### config.mk
export PLATFORM = sky130hd
export DESIGN_NAME = sixsrc_irq_unit
export DESIGN_NICKNAME = d
export VERILOG_FILES = /design/src/rtl/sixsrc_irq_pkg.sv /design/src/rtl/irq_prio_pick.sv /design/src/rtl/irq_state.sv /design/src/rtl/irq_vec_build.sv /design/src/rtl/sixsrc_irq_unit.sv
export SDC_FILE = /design/constraint.sdc
export NUM_CORES = 1
export LEC_CHECK = 0
export ABC_AREA = 1
export ABC_CLOCK_PERIOD_IN_PS = 2100
export BUFFER_PORTS_ARGS = -buffer_cell sky130_fd_sc_hd__buf_2
export CORE_MARGIN = 2
export CORE_UTILIZATION = 40
export CTS_BUF_LIST = sky130_fd_sc_hd__clkbuf_2 sky130_fd_sc_hd__clkbuf_4 sky130_fd_sc_hd__clkbuf_8
export CTS_CLUSTER_SIZE = 12
export DETAILED_ROUTE_END_ITERATION = 6
export GPL_TIMING_DRIVEN = 1
export PLACE_DENSITY = 0.65
export SYNTH_ARGS = -nofsm -noshare
export SYNTH_HDL_FRONTEND = slang
export SYNTH_SLANG_ARGS = --single-unit
### constraint.sdc
create_clock -name clk -period 2.1 [get_ports clk]
set_input_delay 0.315 -clock clk [delete_from_list [all_inputs] [get_ports clk]]
set_output_delay 0.315 -clock clk [all_outputs]
set_load 0.05 [all_outputs]
### src/rtl/sixsrc_irq_pkg.sv
// Shared constants and the source-to-status-code mapping of the interrupt unit.
// Assumes six sources ordered A rx, A tx, A ext, B rx, B tx, B ext.
package sixsrc_irq_pkg;
    localparam int NSRC    = 6;
    localparam int VW      = 8;
    localparam int CODE_W  = 3;
    localparam int PER_CH  = 3;
    localparam int CTL_VIS  = 0;
    localparam int CTL_MIE  = 3;
    localparam int CTL_SHSL = 4;

    // Status code of a source index: kind code plus channel A offset.
    function automatic logic [CODE_W-1:0] src_code(input int idx);
        logic [CODE_W-1:0] c;
        case (idx % PER_CH)
            0:       c = 3'd2;
            1:       c = 3'd0;
            default: c = 3'd1;
        endcase
        if (idx < PER_CH) c = c | 3'd4;
        return c;
    endfunction
endpackage

### src/rtl/irq_prio_pick.sv
// Picks the lowest-index set bit of a request vector (index 0 wins).
// Assumes nothing about the input; output is one-hot or zero.
module irq_prio_pick #(
    parameter int N = 6
) (
    input  logic [N-1:0] req,
    output logic [N-1:0] pick,
    output logic         any
);
    logic [N:0] seen;

    assign seen[0] = 1'b0;
    genvar g;
    generate
        for (g = 0; g < N; g++) begin : g_pick
            // a bit wins when no lower index was set
            assign pick[g]   = req[g] & ~seen[g];
            assign seen[g+1] = seen[g] | req[g];
        end
    endgenerate
    assign any = seen[N];
endmodule

### src/rtl/irq_state.sv
// Pending and in-service state of the six sources, with daisy-chain grant.
// Assumes request, acknowledge and retire inputs are single-cycle strobes.
module irq_state #(
    parameter int N = 6
) (
    input  logic         clk,
    input  logic         rst_n,
    input  logic [N-1:0] req,
    input  logic         mie,
    input  logic         iei,
    input  logic         inta,
    input  logic         clr_ius,
    output logic [N-1:0] pend,
    output logic [N-1:0] ius,
    output logic [N-1:0] grant,
    output logic         elig_any
);
    logic [N-1:0] elig;
    logic [N-1:0] pick_e;
    logic [N-1:0] pick_s;
    logic         any_s;
    logic [N:0]   blk;
    logic         take;

    assign blk[0] = 1'b0;
    genvar g;
    generate
        for (g = 0; g < N; g++) begin : g_elig
            // eligible when nothing of equal or higher rank is in service
            assign blk[g+1] = blk[g] | ius[g];
            assign elig[g]  = pend[g] & ~blk[g+1];
        end
    endgenerate

    irq_prio_pick #(.N(N)) i_pick_elig (.req(elig), .pick(pick_e), .any(elig_any));
    irq_prio_pick #(.N(N)) i_pick_svc  (.req(ius),  .pick(pick_s), .any(any_s));

    assign take  = inta & iei & elig_any;
    assign grant = take ? pick_e : '0;

    // latch requests under master enable, clear the granted one
    always_ff @(posedge clk) begin
        if (!rst_n) pend <= '0;
        else        pend <= (pend & ~grant) | (mie ? req : '0);
    end

    // in-service bits: set on grant, retire the highest on command
    always_ff @(posedge clk) begin
        if (!rst_n) ius <= '0;
        else        ius <= (ius & ~((clr_ius && any_s) ? pick_s : '0)) | grant;
    end

    assert_mie_gate_R2: assert property (@(posedge clk) disable iff (!rst_n)
        !mie && !take |=> ($past(pend) == pend));
    assert_ack_adds_one_R5: assert property (@(posedge clk) disable iff (!rst_n)
        take && !clr_ius |=> $countones(ius) == $countones($past(ius)) + 1);
    assert_retire_one_R7: assert property (@(posedge clk) disable iff (!rst_n)
        clr_ius && any_s && !take |=> $countones(ius) == $countones($past(ius)) - 1);
endmodule

### src/rtl/irq_vec_build.sv
// Inserts the status code of a one-hot selected source into a base vector.
// Assumes sel is one-hot or zero; zero or mod_en low leaves the base as is.
module irq_vec_build
    import sixsrc_irq_pkg::*;
#(
    parameter int N = NSRC
) (
    input  logic [VW-1:0] base,
    input  logic [N-1:0]  sel,
    input  logic          mod_en,
    input  logic          shsl,
    output logic [VW-1:0] vec
);
    logic [CODE_W-1:0] code;

    // encode the selected source into its status code
    always_comb begin
        code = '0;
        for (int i = 0; i < N; i++)
            if (sel[i]) code = code | src_code(i);
    end

    // place the code low, or reversed into the upper field
    always_comb begin
        vec = base;
        if (mod_en && (|sel)) begin
            if (shsl) begin
                vec[4] = code[2];
                vec[5] = code[1];
                vec[6] = code[0];
            end else begin
                vec[3:1] = code;
            end
        end
    end
endmodule

### src/rtl/sixsrc_irq_unit.sv
// Top of the six-source interrupt unit: shared registers, state, vectors.
// Assumes one register write port shared by both channels.
module sixsrc_irq_unit
    import sixsrc_irq_pkg::*;
(
    input  logic            clk,
    input  logic            rst_n,
    input  logic [NSRC-1:0] req_i,
    input  logic            wr_en,
    input  logic            wr_sel,
    input  logic [VW-1:0]   wr_data,
    input  logic            cmd_reset_ius,
    input  logic            iei,
    input  logic            inta,
    input  logic            reti,
    input  logic            rd_chan_b,
    output logic [VW-1:0]   vec_rd,
    output logic [VW-1:0]   ack_vec,
    output logic [NSRC-1:0] pend_stat,
    output logic            int_n,
    output logic            ieo
);
    logic [VW-1:0]   vec_base;
    logic [VW-1:0]   ctl;
    logic [NSRC-1:0] pend;
    logic [NSRC-1:0] ius;
    logic [NSRC-1:0] grant;
    logic [NSRC-1:0] top_pend;
    logic            pend_any;
    logic            elig_any;
    logic [VW-1:0]   vec_ack_c;
    logic [VW-1:0]   vec_rdb_c;

    // shared vector and master control registers
    always_ff @(posedge clk) begin
        if (!rst_n) begin
            vec_base <= '0;
            ctl      <= '0;
        end else if (wr_en) begin
            if (wr_sel) ctl      <= wr_data;
            else        vec_base <= wr_data;
        end
    end

    irq_state #(.N(NSRC)) i_state (
        .clk(clk), .rst_n(rst_n), .req(req_i), .mie(ctl[CTL_MIE]),
        .iei(iei), .inta(inta), .clr_ius(cmd_reset_ius | reti),
        .pend(pend), .ius(ius), .grant(grant), .elig_any(elig_any)
    );

    irq_prio_pick #(.N(NSRC)) i_pick_pend (.req(pend), .pick(top_pend), .any(pend_any));

    irq_vec_build #(.N(NSRC)) i_vec_ack (
        .base(vec_base), .sel(grant), .mod_en(ctl[CTL_VIS]),
        .shsl(ctl[CTL_SHSL]), .vec(vec_ack_c)
    );
    irq_vec_build #(.N(NSRC)) i_vec_rdb (
        .base(vec_base), .sel(top_pend), .mod_en(1'b1),
        .shsl(ctl[CTL_SHSL]), .vec(vec_rdb_c)
    );

    // capture the vector presented on acknowledge
    always_ff @(posedge clk) begin
        if (!rst_n)       ack_vec <= '0;
        else if (|grant)  ack_vec <= vec_ack_c;
    end

    assign vec_rd = rd_chan_b ? vec_rdb_c : vec_base;

    genvar g;
    generate
        for (g = 0; g < NSRC; g++) begin : g_stat
            assign pend_stat[NSRC-1-g] = pend[g];
        end
    endgenerate

    assign int_n = ~(iei & elig_any);
    assign ieo   = iei & ~(|ius);

    assert_no_int_without_iei_R4: assert property (@(posedge clk) disable iff (!rst_n)
        !iei |-> int_n);
    assert_ieo_low_in_service_R5: assert property (@(posedge clk) disable iff (!rst_n)
        (|ius) |-> !ieo);
    assert_plain_ack_vector_R10: assert property (@(posedge clk) disable iff (!rst_n)
        (|grant) && !ctl[CTL_VIS] |=> ack_vec == $past(vec_base));
    assert_read_a_plain_R11: assert property (@(posedge clk) disable iff (!rst_n)
        !rd_chan_b || !pend_any |-> vec_rd == vec_base);
endmodule

**After elaboration in Yosys (flattened, before gate mapping)**

Cells that the tools add are included.

- Add/sub/neg operators: 0
- Multipliers: 0
- Divide/modulo/power cells: 0
- Magnitude comparators: 0
- Equal/unequal tests: 0
- Shifts and indexed selects: 0
- Mux-type cells: 32
- Bitwise logic cells: 75
- Reduce and logical (&&, ||, !) cells: 7

Operator list:

| operator | count |
|---|---|
| 3-bit two-way mux | 26 |
| 6-bit two-way mux | 5 |
| 3-bit bitwise OR | 10 |
| 1-bit AND | 25 |
| 1-bit NOT | 19 |
| 6-bit OR reduction | 3 |
| 1-bit bitwise OR | 15 |
| 6-bit AND | 2 |
| 6-bit NOT | 2 |
| 6-bit bitwise OR | 2 |
| 7-bit two-way mux | 1 |
| 2-bit AND reduction | 2 |
| 1-bit logical AND | 2 |

- Bits in registers: 33
- Bits in latches: 0
- Memory bits (writable): 0
- Bits in read-only memories: 0
- Bits of input ports: 23
- Output and inout port bits: 24
- Word-level logic and storage cells: 119
- Memories kept: 0

**Depth between registers and ports, before layout**

Gate-level depths: netlist of run 1.

- Word-level depth: 23
- Depth in mapped cells: 11
- Depth with buffers taken out: 11

**Cells and area by module**

Synthesis of run 1 repeated with hierarchy kept, for this count alone.

- Cell total of the unflattened synthesis: 351
- Area total of the unflattened synthesis: 2064.5 µm²

By module, submodules not included:

| module | times used | cells an instance | area an instance (µm²) | seq. area each (µm²) |
|---|---|---|---|---|
| sixsrc_irq_unit | 1 | 128 | 868.3 | 380.4 |
| irq_state | 1 | 78 | 538.0 | 240.2 |
| irq_vec_build | 2 | 47 | 205.2 | 0.0 |
| irq_prio_pick | 3 | 17 | 82.6 | 0.0 |

**Worst setup path before layout of run 1**

Ideal clock, no wire load.

- Path type: register -> output
- Start point: register i_state.pend[2]
- End point: output vec_rd[4]
- Data arrival time: 2.331 ns
- Data required time: 1.785 ns
- Path slack: -0.546 ns
- Stages on the path, launching flop included: 8
- Buffers on the path: 0
- Cells stage by stage: dfxtp_1 inv_1 nand2_1 inv_1 nand3_1 o21a_1 nand2_1 o21ai_0

- Cells in the longest elaborated chain, start to end: 11
- Elaborated cells on any way between the ends: 21
- Those cells by class: mux: 7; bitwise: 13; reduce/logical: 1

RTL lines:

| element | line | RTL |
|---|---|---|
| start, declared | irq_state.sv:13 | `output logic [N-1:0] pend,` |
| start signal, assigned | irq_state.sv:44 | `else pend <= (pend & ~grant) \| (mie ? req : '0);` |
| 1-bit AND or 1-bit bitwise OR (tied branches) | irq_prio_pick.sv:17, irq_prio_pick.sv:18 |  |
| 3-bit two-way mux or 1-bit NOT (tied branches) | irq_vec_build.sv:20, irq_prio_pick.sv:17 |  |
| 3-bit bitwise OR or 1-bit AND (tied branches) | irq_vec_build.sv:20, irq_prio_pick.sv:17 |  |
| 3-bit two-way mux | irq_vec_build.sv:20 | `if (sel[i]) code = code \| src_code(i);` |
| 3-bit bitwise OR | irq_vec_build.sv:20 |  |
| 3-bit two-way mux | irq_vec_build.sv:20 |  |
| 3-bit bitwise OR | irq_vec_build.sv:20 |  |
| 3-bit two-way mux | irq_vec_build.sv:20 |  |
| 3-bit two-way mux | irq_vec_build.sv:27 | `if (shsl) begin` |
| 6-bit two-way mux * | irq_vec_build.sv:26 | `if (mod_en && (\|sel)) begin` |
| 7-bit two-way mux * | sixsrc_irq_unit.sv:68 | `assign vec_rd = rd_chan_b ? vec_rdb_c : vec_base;` |
| end, declared | sixsrc_irq_unit.sv:17 | `output logic [VW-1:0] vec_rd,` |

Every way passes the cells marked *; elsewhere a longest branch is shown, timed or not.

**Worst setup path in the final report of run 1**

- Start point: register i_state.pend[2]
- End point: output vec_rd[2]

The elaborated chain is that of the path after synthesis.

==> results of run 1 <==
## critical path, cell delays in order, from the launching register on
cell and delay (ns):
dfxtp_1 0.33, inv_1 0.10, nand2_1 0.08, inv_2 0.06, nand3_2 0.05, o21a_1 0.20, nand2_2 0.12, nand2_1 0.07
o21ai_1 0.12, buf_2 0.30
## timing repair
action,CTS,global route
setup buffers,0,1
endpoints found under the setup margin,2,6
pin swaps,0,2
gates resized for setup,6,9
## layer usage
layer,vias to the layer above,track usage [%],part of all wire [%]
li1,806,-,-
met1,685,19.8,42
met2,35,34.6,50
met3,8,5.62,5.4
met4,0,6.12,1.9
met5,-,0,0
## through the flow
| stage | instance area [sq um] | hold WS [ns] | setup TNS [ns] |
|---|---|---|---|
| 3_3_place_gp | 1800 | 0.464 | 0 |
| 4_1_cts | 1940 | 0.249 | 0 |
| 3_5_place_dp | 1800 | 0.460 | 0 |
| 6_report | 1970 | 0.251 | 0 |
| 5_1_grt | 1970 | 0.264 | -0.0128 |
| 2_1_floorplan | 1540 | 0.444 | -0.716 |
## flip-flops by register name (all words and copies together) (netlist names)
name / cells
vec_base: 8
i_state.ius: 6
ack_vec: 8
i_state.pend: 6
ctl: 3
## kinds of logic (layout without fill, tap and decap cells)
kind of cell	Yosys count	in the layout
flops	31	31
compound gates	49	49
simple gates	105	105
buf+inv	30	82
mux	2	2
## final timing paths
kind,start,endpoint,slack (ns),cells past startpoint
hold reg to reg,i_state.ius[5],i_state.ius[5],0.47,2
hold / removal,wr_data[6],vec_base[6],0.25,3
setup reg to reg,i_state.ius[3],i_state.pend[1],0.45,8
setup / recovery,i_state.pend[2],vec_rd[2],0.07,9
## report_power, final
group	total, mW	leakage [nW]	switching (mW)	internal (mW)
Sequential	0.646	0.254	0.0259	0.620
Combinational	0.357	0.666	0.249	0.109
Clock	0.612	0.0612	0.229	0.384
Total	1.62	0.981	0.503	1.11
## cell usage in the layout, fill, tap and decap left out, types with 2 or more instances in the layout
cell type,netlist,final
a21oi_1,17,17
a21oi_2,2,2
buf_2,0,44
buf_4,2,3
buf_8,0,2
clkbuf_8,0,6
dfxtp_1,31,30
inv_1,23,22
mux2_4,0,2
nand2_1,42,40
nand2_2,3,5
nand2_4,4,4
nand3_1,11,10
nand4_1,3,3
nor2_1,35,34
nor2_2,1,2
nor2_4,2,2
nor3_1,3,3
o21ai_0,22,18
o21ai_1,3,7
o31ai_1,2,2
## cell type report
class	instances	share of cell area, %
clock buffers	6	4.19
clock inverters	2	1.78
inverters	25	5.01
multi-input cells	156	40.5
flip-flops and latches	31	31.7
well taps	48	3.05
repair buffers	49	13.8
==> key figures, run 1 <==
Routing
  • Post-Route WL: about 3700 um
  • DR iter-0 viols: 32
  • DRC Markers: 0
  • DR vias: between 1500 and 2000
  • Drt pass-1 iters: 4
  • Antenna Nets Post-Route: 0
  • Routed vias/inst: slightly below 5
  • Routed len/inst: 11.7 um

Clocking
  • Clk Latency, worst-skew pair: 0.28 ns
  • CTS clk-pin slew, worst paths: ~0.070 ns
  • CTS max path bufs: 2
  • Root Driver: clkbuf_8
  • Inserted Clock Buffers: 5
  • Post-CTS Hold Buffers: 0
  • H-tree level count: 2
  • # clock sinks: 31
  • CTS tree: built

Cells and area
  • Antenna diodes: 0
  • Final net count: 291
  • Area of the multi-input gates: between 700 and 800 sq um
  • Fillers: just under 400
  • Post-Layout Cell Count: between 300 and 400
  • Final core occ: between 50% and 60%
  • Seq. cell area: around 620 sq um
  • Layout cell share with drive strength beyond 1: 29.4%
  • Area Overhead vs Synth: 28.0%

Synth
  • Multiplexer share of the synthesized area: 1.46%
  • Synth Area in XOR/XNOR: 0%
  • Post-synthesis area per instance: approximately 7 sq um
  • Register area share after synthesis: 40.3%
  • Yosys reg bits: 31
  • Largest family of logic cells by synthesized area: simple AND/OR/NAND/NOR gates
  • Fraction of registers with async set/reset: 0%
  • Synth Area in Simple Gates: around a third
  • Netlist cell types: 26
  • Top cells by area, synth: dfxtp_1, nand2_1, nor2_1
  • Adder-Cell Fraction of Synth Area: 0%
  • Syn_nets: between 200 and 250
  • YS warnings: 0
  • EDFF count, synth: 0
  • Synth Area in Compound Gates: between 10% and 20%
  • Most common cell in the netlist: nand2_1
  • Synth cell count leaders: nand2_1, nor2_1, dfxtp_1
  • Post-synth top area cell: dfxtp_1
  • Cell Area, Synth: 1540 sq um
  • Primary FF master, synth: dfxtp_1
  • Area fraction of the dominant cell type after synthesis: between 40% and 50%
  • Synthesized instance count: between 200 and 250

Power and ir drop
  • LEAKAGE: between 0.9 and 1 nW
  • Total power: approximately 1.6 mW
  • Max VDD drop: about 0.58 mV
  • Cell Pwr Density: 819 nW/um^2

Die
  • Die Y: around 66 um
  • Die width: around 66 um
  • Initial core utilization: a little over two fifths
  • FP Rows: 22
  • Ports: 47
  • Die ar.: between 4000 and 5000 sq um
  • CORE AREA: 3690 sq um

Placement
  • Pre-CTS setup slack: between 0.2 and 0.25 ns
  • Dpl hpwl: just under 3000 um
  • Placed cells: a little over 300
  • IO buf count: between 40 and 50
  • Gpl congestion: about 0.76

Timing
  • Final clock skew: around 0.0017 ns
  • # setup viols final: 0
  • Peak Freq: between 400 and 500 MHz
  • Period utilization: about 97%
  • Final Hold Viols: 0
  • Minimum clock period: between 2 and 2.5 ns
  • Final WS setup: about 0.066 ns
  • Worst slew pin tran: ~0.62 ns
  • Slew headroom: 58.1%
  • Fin. max-slew vios: 0
  • RSZ-0062 raised after global routing: true

Run
  • Max-cap viol count: 0

Global routing
  • All-layer global routing usage: 18.6%
  • First-pass GRT wire length: 6130 um
  • Largest net degree at the start of global routing: 18
  • Congestion Overflow GR: 0
  • Vias in the first global route: 1469
  • Antenna violations before repair: 0

Setup path
  • Crit Path Category: reg2out
  • CP endpoint kind: primary output
  • Crit-path max FO: 5
  • Worst EP arrival: 1.72 ns
  • Crit start category: register
  • Crit path required time: roughly 1.8 ns

Status
  • Status: completed

Hold path
  • HP Class: in2reg
No activity file was read; power rests on OpenSTA's default activity.
==> run 2, diff against run 1 <==
--- a/config.mk
+++ b/config.mk
@@ -8,12 +8,14 @@
 export ABC_AREA = 1
 export ABC_CLOCK_PERIOD_IN_PS = 2100
 export BUFFER_PORTS_ARGS = -buffer_cell sky130_fd_sc_hd__buf_2
+export CORE_ASPECT_RATIO = 0.9
 export CORE_MARGIN = 2
 export CORE_UTILIZATION = 40
 export CTS_BUF_LIST = sky130_fd_sc_hd__clkbuf_2 sky130_fd_sc_hd__clkbuf_4 sky130_fd_sc_hd__clkbuf_8
 export CTS_CLUSTER_SIZE = 12
 export DETAILED_ROUTE_END_ITERATION = 6
 export GPL_TIMING_DRIVEN = 1
+export MAX_ROUTING_LAYER = met4
 export PLACE_DENSITY = 0.65
 export SYNTH_ARGS = -nofsm -noshare
 export SYNTH_HDL_FRONTEND = slang
==> key figures, run 2 (same netlist as run 1, synthesis figures left out) <==
Clocking
  • # clock sinks: 31
  • Post-CTS Hold Buffers: 0
  • CTS clk-pin slew, worst paths: 0.06 ns
  • CTS max path bufs: 2
  • Root Driver: clkbuf_8
  • Inserted Clock Buffers: 5
  • Clk Latency, worst-skew pair: approximately 0.29 ns
  • H-tree level count: 2
  • CTS tree: built

Die
  • Die Y: between 60 and 70 um
  • Initial core utilization: 41.6%
  • Ports: 47
  • Die ar.: 4360 sq um
  • FP Rows: 21
  • Die width: approximately 69 um
  • CORE AREA: around 3700 sq um

Cells and area
  • Antenna diodes: 0
  • Most common cell after layout, fill and taps aside: buf_2
  • Area Overhead vs Synth: 28.9%
  • Final net count: between 200 and 300
  • Commonest cells after routing, fill and taps aside: buf_2, nand2_1, nor2_1
  • Final core occ: between 50% and 60%
  • Regs by FF count: ack_vec x8, vec_base x8
  • Layout cell share with drive strength beyond 1: between 30% and 40%

Power and ir drop
  • Total power: approximately 1.6 mW
  • Cell Pwr Density: roughly 810 nW/um^2
  • Combinational power share: between 20 and 25%
  • Cell Int Power: 1.12 mW
  • Clk pwr share: a little under two fifths
  • Max VDD drop: 0.445 mV
  • LEAKAGE: between 0.9 and 1 nW
  • Sequential share of power: approximately 40%
  • Switching share of power: a little under a third
  • Switching power: 0.498 mW

Routing
  • Routed len/inst: approximately 12 um
  • Routed vias/inst: between 4 and 5
  • DR vias: about 1500
  • DRC Markers: 0
  • Drt pass-1 iters: 4
  • DR iter-0 viols: 78
  • Antenna Nets Post-Route: 0
  • Post-Route WL: between 3000 and 4000 um

Setup path
  • Crit Path Category: reg2out
  • Buf/Inv on CP: 2
  • Crit start category: register
  • Worst EP arrival: 1.73 ns
  • CP endpoint kind: primary output
  • Critical Path Max Stage Delay: between 0.3 and 0.4 ns
  • Worst path slowest cell: dfxtp_4
  • Crit-path max FO: 5
  • R2r setup slk: 0.40 ns
  • Crit path required time: between 1.5 and 2 ns
  • Crit path cell chain: nor2_1, nand2_1, inv_2, nand3_2, o21a_1, nand2_2, mux2_4, buf_8
  • Family with the most delay on the worst path: flip-flops

Global routing
  • All-layer global routing usage: 18.8%
  • Congestion Overflow GR: 0
  • First-pass GRT wire length: between 6000 and 7000 um
  • Antenna violations before repair: 0
  • Largest net degree at the start of global routing: 18
  • Vias in the first global route: between 1000 and 1500

Timing
  • Period utilization: between 90% and 100%
  • Minimum clock period: about 2 ns
  • Slew headroom: 57.4%
  • Final Hold Viols: 0
  • Fin. max-slew vios: 0
  • Final clock skew: just under 0.006 ns
  • Peak Freq: around 500 MHz
  • # setup viols final: 0
  • Worst slew pin tran: 0.633 ns

Placement
  • Dpl hpwl: 2830 um
  • IO buf count: 46
  • Gpl congestion: about 0.92

Status
  • Status: completed

Hold path
  • HP Class: in2reg

Run
  • Max-cap viol count: 0
run 2: final cells by class:
class	instances	area [sq um]
clock buffer	6	82.6
clock inverter	2	35.0
fill	368	1720
inverter	25	98.8
multi-input combinational	156	796
sequential	31	624
tap	46	57.6
timing repair buffer	52	292
run 2: layer usage:
metal,routed length (um),GRT usage (%),vias to the layer above
met4,40,7.35,0
met2,1700,28.7,32
met5,0,-,-
li1,-,-,815
met1,1890,24.3,671
met3,190,4.19,4
run 2: stage by stage:
stage | setup slack, ns | hold WS [ns] | setup TNS, ns | area, sq um | cells
finish | 0.0512 | 0.246 | 0 | 1990 | 318
global route | -0.00433 | 0.249 | -0.00797 | 1990 | 318
CTS | 0.00944 | 0.246 | 0 | 1940 | 314
detailed placement | 0.244 | 0.463 | 0 | 1800 | 306
global placement | 0.251 | 0.457 | 0 | 1800 | 306
floorplan | -0.179 | 0.444 | -0.716 | 1540 | 217
run 2: timing repair:
item | in CTS | in global routing
pin swaps | 0 | 2
buffers inserted | 0 | 4
setup endpoints to repair | 2 | 5
gates resized for setup | 7 | 7
run 2: worst reg2reg max path, cell delays in order (launching register included):
cell and delay, ns:
dfxtp_1 0.33, nor2_1 0.26, nand4_1 0.26, nand4_4 0.21
nand2_4 0.09, inv_6 0.13, nand3_1 0.12, nand2_1 0.09
a21oi_1 0.07
run 2: power by group through the flow:
stage	logic, mW	clock network [mW]	registers [mW]
after floorplan	0.205	0	0.715
after global placement	0.339	0	0.659
after detailed placement	0.339	0	0.660
after CTS	0.347	0.611	0.647
after global routing	0.396	0.640	0.651
final	0.363	0.605	0.646
run 2: path summary, 6_finish.rpt:
kind | from | to | cells past startpoint
worst min register to register | i_state.ius[5] | i_state.ius[5] | 2
worst min-delay path | wr_data[1] | vec_base[1] | 3
worst max register to register | i_state.ius[2] | i_state.pend[1] | 8
worst max-delay path | i_state.pend[0] | vec_rd[1] | 8
